### src/rtl/desc_walker.sv
module desc_walker #(
  parameter int AREA_LOG2 = 20,
  parameter int IDX_W     = 16
) (
  input  logic             clk,
  input  logic             rst_n,
  input  logic [31:0]      area_base,
  input  logic             start,
  input  logic [IDX_W-1:0] start_idx,
  input  logic             resume,
  output logic             rd_req,
  output logic [31:0]      rd_addr,
  input  logic             rd_ack,
  input  logic [31:0]      rd_data,
  output logic             wr_req,
  output logic [31:0]      wr_addr,
  output logic [31:0]      wr_data,
  input  logic             wr_ack,
  output logic             buf_valid,
  input  logic             buf_ready,
  output logic [63:0]      buf_addr,
  output logic [15:0]      buf_len,
  output logic             buf_eof,
  input  logic             buf_done,
  output logic             err
);
  localparam int SLOT_W = AREA_LOG2 - 4;

  typedef enum logic [3:0] {
    S_IDLE, S_FETCH, S_CHECK, S_HAND, S_BUSY, S_WB, S_STALL, S_LWAIT, S_LRD, S_ERR
  } st_t;

  st_t              st;
  logic [31:0]      w0, w1, w2, w3;
  logic [1:0]       wi;
  logic [IDX_W-1:0] idx;
  logic [31:0]      desc_addr;
  logic             idx_oob, addr_bad, buf_bad, link_ok;

  assign desc_addr = area_base + 32'({idx, 4'b0000});
  assign idx_oob   = (SLOT_W < IDX_W) ? ((idx >> SLOT_W) != '0) : 1'b0;
  assign addr_bad  = (area_base[3:0] != 4'd0) || idx_oob;
  assign buf_bad   = (w0[2:0] != 3'd0) || (w2[2:0] != 3'd0);
  assign link_ok   = w3[31];

  assign rd_req  = (st == S_FETCH && !addr_bad) || st == S_LRD;
  assign rd_addr = desc_addr + ((st == S_LRD) ? 32'd12 : 32'({wi, 2'b00}));
  assign wr_req  = (st == S_WB);
  assign wr_addr = desc_addr + 32'd8;
  assign wr_data = {w2[31:30], 1'b0, !link_ok, w2[27:0]};

  assign buf_valid = (st == S_HAND);
  assign buf_addr  = {w1, w0};
  assign buf_len   = w2[15:0];
  assign buf_eof   = w2[31];
  assign err       = (st == S_ERR);

  always_ff @(posedge clk or negedge rst_n) begin
    if (!rst_n) begin
      st  <= S_IDLE;
      wi  <= '0;
      idx <= '0;
      w0  <= '0;
      w1  <= '0;
      w2  <= '0;
      w3  <= '0;
    end else begin
      case (st)
        S_IDLE:
          if (start) begin
            idx <= start_idx;
            wi  <= '0;
            st  <= S_FETCH;
          end
        S_FETCH:
          if (addr_bad) st <= S_ERR;
          else if (rd_ack) begin
            case (wi)
              2'd0: w0 <= rd_data;
              2'd1: w1 <= rd_data;
              2'd2: w2 <= rd_data;
              default: w3 <= rd_data;
            endcase
            if (wi == 2'd3) st <= S_CHECK;
            wi <= wi + 2'd1;
          end
        S_CHECK:
          if (w2[29:28] != 2'd3) st <= S_STALL;
          else if (buf_bad) st <= S_ERR;
          else st <= S_HAND;
        S_HAND:
          if (buf_ready) st <= S_BUSY;
        S_BUSY:
          if (buf_done) st <= S_WB;
        S_WB:
          if (wr_ack) begin
            if (link_ok) begin
              idx <= w3[IDX_W-1:0];
              wi  <= '0;
              st  <= S_FETCH;
            end else st <= S_LWAIT;
          end
        S_STALL:
          if (resume) begin
            wi <= '0;
            st <= S_FETCH;
          end
        S_LWAIT:
          if (resume) st <= S_LRD;
        S_LRD:
          if (rd_ack) begin
            w3 <= rd_data;
            if (rd_data[31]) begin
              idx <= rd_data[IDX_W-1:0];
              wi  <= '0;
              st  <= S_FETCH;
            end else st <= S_LWAIT;
          end
        default: st <= S_ERR;
      endcase
    end
  end


  hand_hold_chk: assert property (@(posedge clk) disable iff (!rst_n)
    buf_valid && !buf_ready |=> buf_valid && $stable(buf_addr) && $stable(buf_len) && $stable(buf_eof));


  rd_hold_chk: assert property (@(posedge clk) disable iff (!rst_n)
    rd_req && !rd_ack |=> rd_req && $stable(rd_addr));


  wr_hold_chk: assert property (@(posedge clk) disable iff (!rst_n)
    wr_req && !wr_ack |=> wr_req && $stable(wr_addr) && $stable(wr_data));


  excl_chk: assert property (@(posedge clk) disable iff (!rst_n)
    !(rd_req && wr_req));


  wb_code_chk: assert property (@(posedge clk) disable iff (!rst_n)
    wr_req |-> wr_data[29] == 1'b0);


  err_sticky_chk: assert property (@(posedge clk) disable iff (!rst_n)
    err |=> err && !rd_req && !wr_req && !buf_valid);


  rd_range_chk: assert property (@(posedge clk) disable iff (!rst_n)
    rd_req |-> rd_addr[1:0] == 2'b00 && ((rd_addr - area_base) >> AREA_LOG2) == 32'd0);
endmodule

### config.mk
export PLATFORM = sky130hd
export DESIGN_NAME = desc_walker
export DESIGN_NICKNAME = d
export VERILOG_FILES = /design/src/rtl/desc_walker.sv
export SDC_FILE = /design/constraint.sdc
export NUM_CORES = 1
export LEC_CHECK = 0
export BUFFER_PORTS_ARGS = -buffer_cell sky130_fd_sc_hd__buf_2
export CORE_UTILIZATION = 25
export CTS_BUF_LIST = sky130_fd_sc_hd__clkbuf_16
export DETAILED_ROUTE_END_ITERATION = 8
export GPL_TIMING_DRIVEN = 0
export PLACE_DENSITY_LB_ADDON = 0.15
export SLEW_MARGIN = 0
export SYNTH_ARGS = -nofsm -noshare
export SYNTH_HDL_FRONTEND = slang
export SYNTH_SLANG_ARGS = --single-unit
### constraint.sdc
create_clock -name clk -period 14.2 [get_ports clk]
set_input_delay 2.84 -clock clk [delete_from_list [all_inputs] [get_ports clk]]
set_output_delay 2.84 -clock clk [all_outputs]
set_load 0.05 [all_outputs]
==> metrics.md <==
| Metric | Value |
|---|---|
| Reg-to-Reg End | `w3[8]` |
| Cell Pwr Density | `102 nW/um^2` |
| Worst Setup End Kind | `output pin` |
| Hold_buf cts | `0` |
| Fin crit period | `9.54 ns` |
| P_leak | `0.00560 uW` |
| Biggest area consumer among synthesized cells | `dfrtp_1` |
| GRT Util Overall | `14.8%` |
| Nets | `1219` |
| Die area | `34000 um^2` |
| Reg clk slew, reported paths | `0.06 ns` |
| Number of flops mapped to enable cells by yosys | `0` |
| Top FF cell, synth | `dfrtp_1` |
| ANT nets after route | `0` |
| Setup repair bufs after CTS | `0` |
| Crit path buf inv count | `2` |
| Die W | `184 um` |
| CP startpoint kind | `input port` |
| Fin. max-slew vios | `0` |
| RSZ-0062 raised after global routing | `false` |
| Setup WS pre-CTS | `4.64 ns` |
| Routed len/inst | `16.2 um` |
| Slew @ Worst Pin | `1.36 ns` |
| FF-to-FF Start | `st[1]` |
| Outcome | `finished, final reports clean` |
| Critical Path AT | `6.70 ns` |
| Synthesis Warnings | `0` |
| Register Area | `3380 um^2` |
| FMAX | `0.105 GHz` |
| WL final | `25300 um` |
| Hold WC Path Type | `register to register` |
| Ant. Diodes | `0` |
| Worst Path Max Fanout | `5` |
| Cell Chain, Critical Path | `buf_2, ha_1, fa_1, a211oi_1, o21ai_1, a31o_2, a41o_1, xor2_1, nand4b_1, nor4b_1, nand2_1, xnor2_1, buf_2` |
| Yosys reg bits | `135` |
| HP Start | `w1[24]` |
| Count of final setup violators | `0` |
| Post-Route Skew | `0.0111 ns` |
| Library cells used by synthesis | `64` |
| Wire length on met1 | `11300 um` |
| CTS max path bufs | `2` |
| Slowest Stage Delay on Critical Path | `0.67 ns` |
| Sum Neg Setup Slack | `0 ns` |
| Worst hold endpoint | `w1[24]` |
| Cells after synthesis | `820` |
| Fill cell count | `3437` |
| Drt pass-1 iters | `5` |
| Footprint of the multi-input gates | `4350 um^2` |
| Cells on worst reg2reg path | `6` |
| # rows | `66` |
| I/O Buffers | `265` |
| Post-synthesis cell area | `8310 um^2` |
| Top Family by Delay on Critical Path | `compound AO/OA/AOI/OAI gates` |
| Largest net degree at the start of global routing | `77` |
| IR drop worst, VDD | `0.0000784 V` |
| Register area share after synthesis | `40.7%` |
| Final setup margin | `4.66 ns` |
| DIE HEIGHT | `184 um` |
| Area share of the largest cell type after synthesis | `40.7%` |
| Via count | `6950` |
| CP Class | `input port to output pin` |
| Number of DRC markers in iteration 0 | `276` |
| Final Cycle Share | `67.2%` |
| Mapped Nets | `934` |
| DR WL met3 | `1890 um` |
| First-pass GRT wire length | `38200 um` |
| Worst path slowest cell | `nor4b_1` |
| Placed instance count | `1528` |
| Hold Vio Cnt, Final | `0` |
| Final cell count without fillers | `1560` |
| IO Pins | `269` |
| Ys async rst share | `100%` |
| Inserted Clock Buffers | `17` |
| Layout cells sized above 1 | `43.0%` |
| Uppermost layer routed | `met4` |
| Area Growth Syn to Fin | `30.2%` |
| Top post-synthesis cells by area | `dfrtp_1 41%, mux2_2 15%, xor2_1 4.8%` |
| Clock latency on the worst-skew pair | `0.42 ns` |
| H-tree Lvls | `4` |
| Root Driver | `clkbuf_16` |
| Cts repair resizes | `0` |
| CTS tree | `built` |
| Worst reg-to-reg setup slack | `11.15 ns` |
| Vias in the first global route | `6745` |
| Routed vias/inst | `4.46` |
| Initial Util | `25.5%` |
| Max_cap viols | `0` |
| Final Wtd Congestion | `0.833` |
| Avg Cell Area, Syn | `10.1 um^2` |
| Core area | `32600 um^2` |
| CP Data Required Time | `11.36 ns` |
| # DRC | `0` |
| Met2 WL | `11700 um` |
| Global route overflow | `0` |
| CP dominant cell by count | `buf_2` |
| WHS Path Cells | `1` |
| Max_slew headroom | `8.89%` |
| Post-DP HPWL | `20000 um` |
| Initial antenna violation count | `0` |
| Clk sink count | `135` |
==> stage by stage <==
stage                     hold WS, ns  instance area, um^2  power [uW]  util (%)
after floorplan                 0.479                 8310         588         -
after global placement          0.483                10200         663      31.2
after detailed placement        0.486                10200         665      31.3
after CTS                       0.502                10800        1130      33.2
after global routing            0.515                10800        1160      33.2
final                           0.499                10800        1110      33.2
==> final cells by class <==
type                       instances  share of cell area, %
buffer                            91                   5.08
clock buffer                      17                   3.93
clock inverter                    15                   1.60
inverter                          10                  0.347
multi-input combinational        584                   40.2
sequential                       135                   31.2
tap                              442                   5.11
timing repair buffer             266                   12.6
==> worst register-to-register path: cells and delay by family (launching register included) <==
| kind | cells | cell delay (ns) |
|---|---|---|
| AO/OA/AOI/OAI | 1 | 0.16 |
| buffers and inverters | 1 | 0.39 |
| flip-flops | 1 | 0.41 |
| multiplexers | 1 | 0.37 |
| AND/OR/NAND/NOR | 3 | 1.60 |
==> power by group <==
part,internal [uW],switching [uW],total (uW)
logic,69.7,191,261
registers,390,4.06,394
clock network,277,175,452
total,737,370,1110
==> per-layer routing <==
metal  vias to the layer above  track usage [%]
met5                         -                0
met4                         0             3.97
met2                       208             24.0
met1                      3287             18.6
met3                        19             5.12
li1                       3436                -
==> synth_stat cells (all sizes together) (4+ instances only) <==
master  count
xor2       46
clkbuf     31
nand2      68
xnor2      31
ha         24
a31oi      18
mux2      112
nor3       12
or2         4
o21ai      23
nand3      29
a21oi      28
nor2b       4
dfrtp     135
and2        7
nor4        7
or4         4
a21o        4
nor2       60
a211oi      5
and4        4
nand4      18
and3        8
nand2b      4
a22oi      18
buf        60
inv        10
==> flip-flops by register name (all words and copies together), names as in the netlist <==
name,cells
wi,2
st,4
w0,32
w3,17
w1,32
idx,16
w2,32
==> logic make-up (layout without fill, tap and decap cells) <==
| group | Yosys count | in the layout | synth area share (%) |
|---|---|---|---|
| simple gates | 240 | 240 | 14.3 |
| flops | 135 | 135 | 40.7 |
| compound gates | 128 | 128 | 10.5 |
| mux | 112 | 112 | 15.2 |
| buf+inv | 101 | 399 | 7.06 |
| xor+xnor | 77 | 77 | 8.12 |
| fa+ha+maj | 26 | 26 | 4.10 |
| other cells | 1 | 1 | 0.0451 |
==> layout by cell type, fill, tap and decap left out, drive strengths merged, types with 4 or more instances in the layout <==
cell type and n:
buf 326, dfrtp 135, mux2 112, nand2 68, nor2 60, clkbuf 48, xor2 46, xnor2 31
nand3 29, a21oi 28, ha 24, o21ai 23, nand4 18, a22oi 18, a31oi 18, inv 17
nor3 12, and3 8, and2 7, nor4 7, a211oi 5, clkinv 5, nand2b 4, or2 4
a21o 4, and4 4, nor2b 4, or4 4
==> how the worst max path moves through the flow <==
stage,to,start,cells past startpoint
5_1_grt,rd_addr[24],area_base[4],13
6_report,rd_addr[24],area_base[4],13
3_5_place_dp,rd_addr[24],area_base[4],13
3_3_place_gp,rd_addr[28],area_base[4],13
2_1_floorplan,rd_addr[24],area_base[4],11
4_1_cts,rd_addr[24],area_base[4],13
No activity file was read; power rests on OpenSTA's default activity.
